<file path="src/rtl/fmt_pkg.sv">
package fmt_pkg;

   typedef enum logic [1:0] {
      MODE_FULL = 2'd0,
      MODE_TRIM = 2'd1,
      MODE_HALF = 2'd2,
      MODE_ALT  = 2'd3
   } out_mode_e;

   // Collapse the spare encoding onto the full mode.
   function automatic out_mode_e norm_mode(input logic [1:0] m);
      out_mode_e r;
      case (m)
         2'd1:    r = MODE_TRIM;
         2'd2:    r = MODE_HALF;
         default: r = MODE_FULL;
      endcase
      return r;
   endfunction

endpackage

</file>
<file path="src/rtl/fmt_range_detect.sv">
module fmt_range_detect
   import fmt_pkg::*;
#(
   parameter int W = 13
) (
   input  logic [W-1:0] raw,
   input  out_mode_e    mode,
   output logic         over,
   output logic         under
);
   localparam logic [W-1:0] MSB_MASK = {1'b1, {(W-1){1'b0}}};

   logic [W-1:0] signed_view;
   logic         all_one;
   logic         all_zero;

   assign signed_view = raw ^ MSB_MASK;
   assign all_one     = &raw;
   assign all_zero    = ~|raw;

   always_comb begin
      over  = 1'b0;
      under = 1'b0;
      case (mode)
         MODE_HALF: begin
            // Wrapped window: top two bits disagree means outside the half range.
            over  = ~signed_view[W-1] &  signed_view[W-2];
            under =  signed_view[W-1] & ~signed_view[W-2];
         end
         default: begin
            // Full and trimmed views both require every raw bit equal.
            over  = all_one;
            under = all_zero;
         end
      endcase
   end

endmodule

</file>
<file path="src/rtl/fmt_code_shaper.sv">
module fmt_code_shaper
   import fmt_pkg::*;
#(
   parameter int W = 13
) (
   input  logic [W-1:0] raw,
   input  out_mode_e    mode,
   input  logic         twos,
   input  logic         over,
   input  logic         under,
   output logic [W-1:0] word
);
   localparam int NW = W - 1;
   localparam logic [W-1:0]  MSB_MASK  = {1'b1, {(W-1){1'b0}}};
   localparam logic [NW-1:0] NMSB_MASK = {1'b1, {(NW-1){1'b0}}};
   localparam logic [NW-1:0] SMAX      = {1'b0, {(NW-1){1'b1}}};
   localparam logic [NW-1:0] SMIN      = {1'b1, {(NW-1){1'b0}}};

   logic [W-1:0]  full_word;
   logic [NW-1:0] trim_word;
   logic [NW-1:0] half_word;
   logic [W-1:0]  signed_view;

   assign signed_view = raw ^ MSB_MASK;

   always_comb begin
      if (over)
         full_word = {W{1'b1}};
      else if (under)
         full_word = {W{1'b0}};
      else
         full_word = raw;
      if (twos)
         full_word = full_word ^ MSB_MASK;
   end

   always_comb begin
      if (over)
         trim_word = {NW{1'b1}};
      else if (under)
         trim_word = {NW{1'b0}};
      else
         trim_word = raw[W-1:1];
      if (twos)
         trim_word = trim_word ^ NMSB_MASK;
   end

   always_comb begin
      if (over)
         half_word = SMAX;
      else if (under)
         half_word = SMIN;
      else
         half_word = signed_view[NW-1:0];
   end

   always_comb begin
      case (mode)
         MODE_TRIM: word = {1'b0, trim_word};
         MODE_HALF: word = {1'b0, half_word};
         default:   word = full_word;
      endcase
   end

endmodule

</file>
<file path="src/rtl/fmt_lane.sv">
module fmt_lane
   import fmt_pkg::*;
#(
   parameter int W = 13
) (
   input  logic         clk,
   input  logic         rst_n,
   input  out_mode_e    mode,
   input  logic         twos,
   input  logic         in_valid,
   input  logic [W-1:0] in_code,
   output logic         out_valid,
   output logic [W-1:0] out_word,
   output logic         out_range
);
   logic         over;
   logic         under;
   logic [W-1:0] shaped;

   fmt_range_detect #(.W(W)) u_det (
      .raw   (in_code),
      .mode  (mode),
      .over  (over),
      .under (under)
   );

   fmt_code_shaper #(.W(W)) u_shape (
      .raw   (in_code),
      .mode  (mode),
      .twos  (twos),
      .over  (over),
      .under (under),
      .word  (shaped)
   );

   always_ff @(posedge clk) begin
      if (!rst_n) begin
         out_valid <= 1'b0;
         out_word  <= '0;
         out_range <= 1'b0;
      end else begin
         out_valid <= in_valid;
         if (in_valid) begin
            out_word  <= shaped;
            out_range <= over | under;
         end
      end
   end

endmodule

</file>
<file path="src/rtl/adc_word_formatter.sv">
module adc_word_formatter
   import fmt_pkg::*;
#(
   parameter int SAMPLE_W = 13,
   parameter int NUM_CH   = 2
) (
   input  logic                       clk,
   input  logic                       rst_n,
   input  logic                       fmt_twos,
   input  logic [1:0]                 out_mode,
   input  logic [NUM_CH-1:0]          in_valid,
   input  logic [NUM_CH*SAMPLE_W-1:0] in_code,
   output logic [NUM_CH-1:0]          out_valid,
   output logic [NUM_CH*SAMPLE_W-1:0] out_word,
   output logic [NUM_CH-1:0]          out_range,
   output logic                       config_error
);
   initial begin
      if (SAMPLE_W < 4)
         $error("adc_word_formatter: SAMPLE_W must be at least 4");
      if (NUM_CH < 1)
         $error("adc_word_formatter: NUM_CH must be at least 1");
   end

   out_mode_e mode_n;
   logic      half_sel;
   logic      twos_eff;

   assign mode_n   = norm_mode(out_mode);
   assign half_sel = (mode_n == MODE_HALF);
   assign twos_eff = fmt_twos | half_sel;

   always_ff @(posedge clk) begin
      if (!rst_n)
         config_error <= 1'b0;
      else
         config_error <= half_sel & ~fmt_twos;
   end

   for (genvar c = 0; c < NUM_CH; c++) begin : g_lane
      fmt_lane #(.W(SAMPLE_W)) u_lane (
         .clk       (clk),
         .rst_n     (rst_n),
         .mode      (mode_n),
         .twos      (twos_eff),
         .in_valid  (in_valid[c]),
         .in_code   (in_code[c*SAMPLE_W +: SAMPLE_W]),
         .out_valid (out_valid[c]),
         .out_word  (out_word[c*SAMPLE_W +: SAMPLE_W]),
         .out_range (out_range[c])
      );
   end

endmodule

</file>
<file path="config.mk">
export PLATFORM = sky130hd
export DESIGN_NAME = adc_word_formatter
export DESIGN_NICKNAME = d
export VERILOG_FILES = /design/src/rtl/fmt_pkg.sv /design/src/rtl/fmt_range_detect.sv /design/src/rtl/fmt_code_shaper.sv /design/src/rtl/fmt_lane.sv /design/src/rtl/adc_word_formatter.sv
export SDC_FILE = /design/constraint.sdc
export NUM_CORES = 1
export LEC_CHECK = 0
export BUFFER_PORTS_ARGS = -buffer_cell sky130_fd_sc_hd__buf_2
export CAP_MARGIN = 20
export CELL_PAD_IN_SITES_DETAIL_PLACEMENT = 0
export CELL_PAD_IN_SITES_GLOBAL_PLACEMENT = 1
export CORE_UTILIZATION = 35
export DETAILED_ROUTE_END_ITERATION = 6
export PLACE_DENSITY_LB_ADDON = 0.08
export SLEW_MARGIN = 20
export SYNTH_ARGS = -nofsm -noshare
export SYNTH_HDL_FRONTEND = slang
export SYNTH_SLANG_ARGS = --single-unit
</file>
<file path="constraint.sdc">
create_clock -name clk -period 2.4 [get_ports clk]
set_input_delay 0.48 -clock clk [delete_from_list [all_inputs] [get_ports clk]]
set_output_delay 0.48 -clock clk [all_outputs]
set_load 0.02 [all_outputs]
</file>
* Word level (Yosys, flattened, before mapping)
Cells that the tools add are included. Widths: inputs -> output; s select.
Storage, ports and cells: register bits after elaboration 31, input bits 33, output and inout port bits 31, logic and storage cells 57
Cells by class: equality and inequality tests 4, muxes and demuxes 23, bitwise logic cells 17, reductions and logical operators 6
Operators with widths (number):
- $mux 12 | 10
- $mux 13 | 6
- $pmux 13 s2 | 2
- $reduce_and 13->1 | 2
- $reduce_or 13->1 | 2
- $not 1->1 | 9
- $and 1x1->1 | 5
- $eq 2x1->1 const B | 2
- $eq 2x2->1 const B | 2
- $mux 1 | 4
- $pmux 2 s2 | 1
- $or 1x1->1 | 3
- $logic_not 1->1 | 2

* Depth between registers and ports, before layout
Gate-level depths: netlist of the first run.
depth after elaboration 9, gate-level depth with buffers 9

* Modules after synthesis
From an unflattened synthesis of the first run, not the netlist that was laid out.
Second synthesis, totals: cells, all modules 215, area total of the unflattened synthesis 1906.8 um2
By module, submodules not included:
- fmt_lane | instances 2, cells each 48, area an instance 566.8 um2, seq. area each 300.3 um2
- fmt_code_shaper | instances 2, cells each 44, area an instance 282.8 um2, seq. area each 0.0 um2
- fmt_range_detect | instances 2, cells each 13, area an instance 75.1 um2, seq. area each 0.0 um2
- adc_word_formatter | instances 1, cells each 5, area an instance 57.6 um2, seq. area each 20.0 um2

* Worst setup path after synthesis of the first run
OpenSTA, ideal clock, no wires.
path type input -> register, start point input out_mode[0], end point register g_lane[1].u_lane.out_word[0], library setup time 137 ps, arrival time 1716 ps, required time 2263 ps, slack 547 ps, stages 9, buffers on the path 3, path through inv_1 ha_1 buf_6 or2_1 buf_6 buf_6 a22o_1 nand2_1 a31oi_1
Between the ends: longest elaborated chain between the ends 8, elaborated cells between the ends (all ways) 16
RTL lines:
- start, declared | RTL line adc_word_formatter.sv:10 | input logic [1:0] out_mode,
- $eq 2x2->1 or $eq 2x1->1 (tied branches) | RTL line fmt_pkg.sv:13 | case (m)
- $pmux 2 s2 * | RTL line fmt_pkg.sv:13
- $eq 2x2->1 | RTL line fmt_range_detect.sv:24, fmt_code_shaper.sv:58
- $mux 1 | RTL line fmt_range_detect.sv:24 | case (mode)
- $mux 13 or $mux 12 (tied branches) | RTL line fmt_code_shaper.sv:29, fmt_code_shaper.sv:40
- $mux 13 or $mux 12 (tied branches) | RTL line fmt_code_shaper.sv:27, fmt_code_shaper.sv:38
- $mux 13 or $mux 12 (tied branches) | RTL line fmt_code_shaper.sv:33, fmt_code_shaper.sv:44
- $pmux 13 s2 * | RTL line fmt_code_shaper.sv:58 | case (mode)
- end signal, assigned | RTL line fmt_lane.sv:44 | out_word <= shaped;
- end, declared | RTL line fmt_lane.sv:13 | output logic [W-1:0] out_word,
Every way passes the cells marked *; elsewhere a longest branch is shown, timed or not. A chain may end at the register's enable or synchronous reset.

* Worst setup path after layout of the first run
start point input out_mode[0], end point register g_lane[0].u_lane.out_word[9]
Between the ends: longest elaborated chain between the ends 8, elaborated cells between the ends (all ways) 16
RTL lines (RTL line):
- $eq 2x2->1 or $eq 2x1->1 (tied branches) | fmt_pkg.sv:13
- $pmux 2 s2 * | fmt_pkg.sv:13
- $eq 2x2->1 | fmt_range_detect.sv:24, fmt_code_shaper.sv:58
- $mux 1 | fmt_range_detect.sv:24
- $mux 13 or $mux 12 (tied branches) | fmt_code_shaper.sv:29, fmt_code_shaper.sv:40
- $mux 13 or $mux 12 (tied branches) | fmt_code_shaper.sv:27, fmt_code_shaper.sv:38
- $mux 13 or $mux 12 (tied branches) | fmt_code_shaper.sv:33, fmt_code_shaper.sv:44
- $pmux 13 s2 * | fmt_code_shaper.sv:58
- end signal, assigned | fmt_lane.sv:44
- end, declared | fmt_lane.sv:13
Marks and branches as above.

==> flow_summary_export.csv, run 1 <==
group,metric,value,unit
layout,fill_cells,552,
grt,grt_pass1_vias,1761,
layout,layout.nets,320,
layout,drive_gt1_share,29.0,%
sta,maxSlewHeadroom,60.4,%
sta,hold_violations,0,
clock_network,cts_tree,"done",
critical_path,criticalPathCategory,"input pin to flop",
layout,diodes,0,
placement,dpl.hpwl,3.79,mm
routing,drt_wl_total,5.34,mm
power_and_ir_drop,leakagePower,0.976,nW
layout,syn_to_final_growth,20.1,%
clock_network,clkTransAtPathRegs,0.07,ns
grt,grt_util_met2,27.1,%
power_and_ir_drop,p_per_area,580,nW/um^2
routing,firstDrtPassIters,4,
yosys,ys_ff_latch,31,
floorplan,coreArea,5110,sq um
routing,drt-wirelength-per-cell,15.0,um
yosys,syn_avg_cell_area,7.94,sq um
layout,regArea,621,sq um
clock_network,cts-buffers-inserted,5,
routing,via_per_inst,5.50,
grt,use_met3,4.55,%
routing,vias,1959,
critical_path,required,2.57,ns
sta,tns,0,ns
floorplan,initial_core_util,36.4,%
yosys,async_flop_share,0,%
critical_path,startpoint_type,"input pin",
sta,rsz0062_at_grt,"false",
routing,drt_iter0_drc,176,
grt,antenna_found_initial,0,
critical_path,critical_path.slowest_cell,"or2_1",
yosys,synth_warnings,0,
critical_path,slowest_delay,0.48,ns
layout,multiInputGateArea,1060,sq um
grt,grt_pass1_wl,8.71,mm
routing,drc,0,
grt,track_usage,20.4,%
clock_network,cts_sinks,31,
placement,place_congestion,0.811,
floorplan,rows,26,
placement,numPortBuffers,63,
layout,final_common_cell,"buf_2",
sta,setup_violations,0,
layout,layout_common_cells,"63 x buf_2, 31 x dfxtp_1, 23 x nand2_1, 23 x o21ai_0, 14 x a31oi_1",
layout,finish.utilization,43.7,%
grt,use_met1,31.7,%
grt,grt_busiest_layer,"met1",
floorplan,die_w,74.9,um
clock_network,cts_setup_buffers,0,
yosys,netlist_area,1860,sq um
routing,ant_nets,0,
clock_network,holdBufCountCts,0,
clock_network,clk_latency,0.27,ns
clock_network,postCtsResizedCells,0,
yosys,synth_edf_count,0,
yosys,syn-num-nets,269,
job,cap_violations,0,
clock_network,root_buffer,"clkbuf_8",
yosys,ys_dominant_reg_cell,"dfxtp_1",
clock_network,htreeDepth,2,
critical_path,crit_path_end_kind,"flop",
yosys,synth_cells,234,
min_path,min_path_type,"flop to flop",
sta,worstMarginPinSlew,0.593,ns
power_and_ir_drop,vdd_drop_max,369,uV
grt,overflow,0,
sta,skew,0,ns
critical_path,crit_fanout,16,
sta,post-route-min-period,1.89,ns
clock_network,ctsLongestPathBuffers,2,
sta,finalCritPeriodShare,78.8,%
yosys,synth_seq_area_share,33.4,%
critical_path,worstPathCellList,"buf_2 > inv_1 > ha_1 > or2_1 > a22oi_1 > nor2_1 > o221a_2",
floorplan,dieHeight,74.9,um
floorplan,die-area,5600,sq um
grt,grt_max_degree,32,
sta,fmax,529,MHz
yosys,post_synth_num_cell_types,45,
run_status,status,"complete, no violations",
sta,drv_slew,0,
floorplan,io_pins,64,
critical_path,crit_arrival,2.06,ns
-- per-stage QoR --
stage	total power [W]	instance area [sq um]	cells	setup WS, ns	hold slack (ns)
after CTS	0.00131	2230	356	0.526	0.463
final	0.00129	2230	356	0.509	0.474
after global placement	0.000915	2150	348	0.278	0.465
after detailed placement	0.000914	2150	348	0.224	0.469
after global routing	0.00137	2230	356	0.387	0.490
after floorplan	0.000809	1860	234	0.547	0.501
-- registers in the layout (all words and copies together) (netlist names) --
| signal | cells |
|---|---|
| g_lane.u_lane.out_range | 2 |
| config_error | 1 |
| g_lane.u_lane.out_valid | 2 |
| g_lane.u_lane.out_word | 26 |
-- worst paths after layout --
| check | startpoint | endpoint | slack [ns] | depth (start not counted) |
|---|---|---|---|---|
| min | g_lane[1].u_lane.out_word[12] | g_lane[1].u_lane.out_word[12] | 0.47 | 2 |
| max reg2reg | g_lane[1].u_lane.out_range | g_lane[1].u_lane.out_range | 1.69 | 2 |
| max | out_mode[0] | g_lane[0].u_lane.out_word[9] | 0.51 | 7 |
| min reg2reg | g_lane[1].u_lane.out_word[12] | g_lane[1].u_lane.out_word[12] | 0.47 | 2 |
-- cells by family after synthesis --
logic type	count (synthesis)	share of synthesized area, %
DFF	31	33.4
AOI/OAI and AO/OA	91	33.2
and+or+nand+nor	73	20.0
muxes	1	0.539
adders and majority gates	5	2.96
xor gates and xnor gates	1	0.471
buffers and inverters	32	9.43
-- synthesized netlist by cell type, types with 2 or more instances --
master,instances,share of area (%)
dfxtp_1,31,33
nand2_1,23,4.6
o21ai_0,23,6.2
a31oi_1,14,4.7
a21oi_1,13,3.5
nor2_1,12,2.4
inv_1,9,1.8
a22oi_1,8,3.2
clkbuf_1,8,1.6
a22o_1,7,3.3
buf_4,7,2.8
o221a_2,7,4.2
nand3_1,6,1.6
buf_2,5,1.3
nand4_1,5,1.7
nor2b_1,5,1.7
nor4_1,5,1.7
nor3_1,4,1.1
buf_6,3,1.8
maj3_1,3,1.6
nand2b_1,3,1.0
o211ai_1,3,1.2
o22ai_1,3,1.0
a21boi_0,2,0.81
a41oi_1,2,0.94
ha_1,2,1.3
nor3b_1,2,0.81
or3_1,2,0.67
-- power by group --
part / internal [W] / leakage, nW / switching [W] / total (W)
sequential: 0.000552 / 0.257 / 0.0000157 / 0.000568
clock: 0.000203 / 0.0422 / 0.000187 / 0.000390
combinational: 0.000127 / 0.677 / 0.000210 / 0.000336
-- worst max-delay path: cells and delay by family --
| kind | cells | cell delay [ns] |
|---|---|---|
| AND/OR/NAND/NOR | 2 | 0.54 |
| adder cells (fa/ha/maj) | 1 | 0.40 |
| buffers and inverters | 2 | 0.13 |
| AO/OA/AOI/OAI | 2 | 0.52 |
-- metal layers --
| layer | vias to the layer above | wire, um |
|---|---|---|
| met5 | - | 0 |
| met4 | 0 | 48 |
| met3 | 7 | 334 |
| li1 | 976 | - |
| met1 | 903 | 2760 |
| met2 | 73 | 2200 |
-- cell type report --
class	instances	share of cell area, %
multi-input combinational	171	47.6
inverter	9	1.51
timing repair buffer	67	15.5
sequential	31	27.8
clock inverter	1	0.224
clock buffer	7	3.42
tap	70	3.93
Power figures use the tool's default switching activity.
==> run 2, diff against run 1 <==
--- a/config.mk
+++ b/config.mk
@@ -5,11 +5,12 @@
 export SDC_FILE = /design/constraint.sdc
 export NUM_CORES = 1
 export LEC_CHECK = 0
+export ABC_AREA = 1
 export BUFFER_PORTS_ARGS = -buffer_cell sky130_fd_sc_hd__buf_2
 export CAP_MARGIN = 20
 export CELL_PAD_IN_SITES_DETAIL_PLACEMENT = 0
 export CELL_PAD_IN_SITES_GLOBAL_PLACEMENT = 1
-export CORE_UTILIZATION = 35
+export CORE_UTILIZATION = 31
 export DETAILED_ROUTE_END_ITERATION = 6
 export PLACE_DENSITY_LB_ADDON = 0.08
 export SLEW_MARGIN = 20
==> constraint.sdc (replaced) <==
create_clock -name clk -period 1.55 [get_ports clk]
set_input_delay 0.31 -clock clk [delete_from_list [all_inputs] [get_ports clk]]
set_output_delay 0.31 -clock clk [all_outputs]
set_load 0.02 [all_outputs]
==> flow_summary_export.csv, run 2 <==
group,metric,value,unit
run_status,status,"complete, no violations",
critical_path,required,1.73,ns
yosys,synth_commonest_cells,"113 x nand2_1, 62 x nor2_1, 34 x nand3_1",
sta,setup_violations,0,
power_and_ir_drop,vdd_drop_max,413,uV
routing,via_per_inst,4.61,
critical_path,r2r_cells,4,
layout,regArea,621,sq um
clock_network,clkTransAtPathRegs,0.06,ns
power_and_ir_drop,leakagePower,1.53,nW
yosys,netlist_area,2040,sq um
yosys,post_synth_num_cell_types,24,
power_and_ir_drop,p_per_area,814,nW/um^2
min_path,whs_endpoint,"config_error",
layout,largest_reg_flops,26,
floorplan,rows,29,
layout,multiInputGateArea,1170,sq um
placement,pre_cts_slack,-0.268,ns
clock_network,htreeDepth,2,
yosys,ys_top_cells_by_area,"dfxtp_1 30%, nand2_1 21%, nor2_1 11%",
min_path,whs_path_depth,2,
layout,layout_common_cells,"113 x nand2_1, 63 x buf_2, 62 x nor2_1",
critical_path,crit_path_end_kind,"flop",
layout,top_regs,"g_lane.u_lane.out_word: 26 flops, g_lane.u_lane.out_range: 2 flops, g_lane.u_lane.out_valid: 2 flops",
sta,tns,0,ns
yosys,yosysMostFrequentCell,"nand2_1",
yosys,ys_ff_latch,31,
placement,dpl.hpwl,4.26,mm
clock_network,cts_tree,"done",
yosys,synth_top_cell_by_area,"dfxtp_1",
critical_path,worstPathCellList,"buf_2 > inv_1 > ha_2 > nor2_1 > nand2_1 > nor2_2 > nand2_4 > nand3_1 > nand2_1 > nand2_1 > nand3_1 > nand2_1 > inv_1",
yosys,synth_warnings,0,
yosys,async_flop_share,0,%
sta,fmax,728,MHz
clock_network,holdBufCountCts,0,
critical_path,r2r_end,"g_lane[0].u_lane.out_word[5]",
clock_network,ctsLongestPathBuffers,2,
sta,rsz0062_at_grt,"false",
grt,grt_max_degree,30,
routing,ant_nets,0,
routing,vias,2242,
yosys,ys_dominant_reg_cell,"dfxtp_1",
sta,finalCritPeriodShare,88.7,%
placement,dp_cells,479,
placement,numPortBuffers,63,
layout,max_flop_register,"g_lane.u_lane.out_word",
grt,overflow,0,
layout,final_common_cell,"nand2_1",
yosys,syn_avg_cell_area,6.00,sq um
yosys,synth_seq_area_share,30.4,%
floorplan,die-area,6920,sq um
clock_network,cts_setup_buffers,0,
placement,place_congestion,0.828,
critical_path,cp_common_cell,"nand2_1",
critical_path,crit_arrival,1.56,ns
routing,drc,0,
floorplan,io_pins,64,
clock_network,clk_latency,0.29,ns
sta,drv_slew,0,
job,cap_violations,0,
critical_path,crit_fanout,12,
critical_path,slowest_delay,0.23,ns
routing,drt_iter0_drc,68,
critical_path,criticalPathCategory,"input pin to flop",
yosys,syn-num-nets,376,
layout,finish.utilization,41.2,%
grt,track_usage,16.8,%
layout,diodes,0,
floorplan,initial_core_util,32.2,%
clock_network,cts_sinks,31,
sta,post-route-min-period,1.37,ns
floorplan,coreArea,6350,sq um
grt,antenna_found_initial,0,
floorplan,dieHeight,83.2,um
sta,maxSlewHeadroom,54.9,%
layout,drive_gt1_share,27.1,%
sta,setup_ws,0.176,ns
critical_path,startpoint_type,"input pin",
layout,layout.nets,444,
grt,grt_pass1_wl,9.31,mm
sta,hold_violations,0,
yosys,synth_edf_count,0,
routing,drt_wl_total,5.66,mm
layout,syn_to_final_growth,27.8,%
clock_network,root_buffer,"clkbuf_8",
critical_path,r2r_start,"g_lane[0].u_lane.out_word[5]",
routing,firstDrtPassIters,4,
layout,fill_cells,728,
routing,drt-wirelength-per-cell,11.6,um
critical_path,rrSetupSlack,0.87,ns
yosys,synth_cells,341,
sta,skew,0,ns
sta,worstMarginPinSlew,0.675,ns
floorplan,die_w,83.2,um
grt,grt_pass1_vias,2042,
layout,fin_cells,486,
power_and_ir_drop,finalPower,0.00213,W
critical_path,critical_path.slowest_cell,"ha_2",
clock_network,cts-buffers-inserted,5,
min_path,min_path_type,"input pin to flop",
min_path,hold_start,"fmt_twos",
yosys,synth_top_area_share,30.4,%
run 2: repair_timing:
item | 4_1_cts | 5_1_grt
gates resized for setup | 0 | 2
endpoints found under the setup margin | 0 | 7
endpoints found under the hold margin | 0 | 0
run 2: cells by family after synthesis:
logic type | after synthesis | share of synthesized area (%)
AND/OR/NAND/NOR | 233 | 49.6
buffers and inverters | 55 | 12.8
flip-flops | 31 | 30.4
AO/OA/AOI/OAI | 18 | 5.20
XOR/XNOR | 2 | 0.857
adder cells (fa/ha/maj) | 2 | 1.22
run 2: worst max-delay path by stage:
stage | from | end | cells past startpoint
final | out_mode[0] | g_lane[1].u_lane.out_word[1] | 13
after global routing | out_mode[0] | g_lane[0].u_lane.out_word[2] | 13
after CTS | out_mode[0] | g_lane[1].u_lane.out_word[1] | 13
after detailed placement | out_mode[0] | g_lane[1].u_lane.out_word[1] | 13
after global placement | out_mode[0] | g_lane[1].u_lane.out_word[1] | 13
after floorplan | out_mode[0] | g_lane[1].u_lane.out_word[6] | 14
run 2: layout make-up:
cell class / count / share of cell area (%)
multi-input combinational: 255 / 44.8
clock inverter: 1 / 0.191
sequential: 31 / 23.7
timing repair buffer: 83 / 19.7
tap: 77 / 3.69
inverter: 33 / 4.74
clock buffer: 6 / 3.16
run 2: through the flow:
step	instance area [sq um]	hold WS, ns
floorplan	2040	0.389
global placement	2520	0.509
detailed placement	2520	0.506
CTS	2610	0.200
global route	2610	0.211
finish	2610	0.211
run 2: power by group:
part | switching [W] | total, W | internal, W
Clock | 0.000318 | 0.000666 | 0.000348
Sequential | 0.0000272 | 0.000883 | 0.000856
Combinational | 0.000351 | 0.000579 | 0.000228
Total | 0.000696 | 0.00213 | 0.00143
run 2: critical path, delay by kind of cell:
kind                       cells  cell delay [ns]
and+or+nand+nor                9             0.86
buffers and inverters          3             0.16
adders and majority gates      1             0.23
run 2: layer usage:
metal / vias to the layer above / global-route usage, % / share of wire [%] / wire (um)
met4: 0 / 5.64 / 1.8 / 99
li1: 1182 / - / - / -
met5: - / 0 / 0 / 0
met1: 1009 / 19.0 / 45 / 2550
met3: 7 / 4.08 / 3.8 / 213
met2: 44 / 30.6 / 49 / 2790
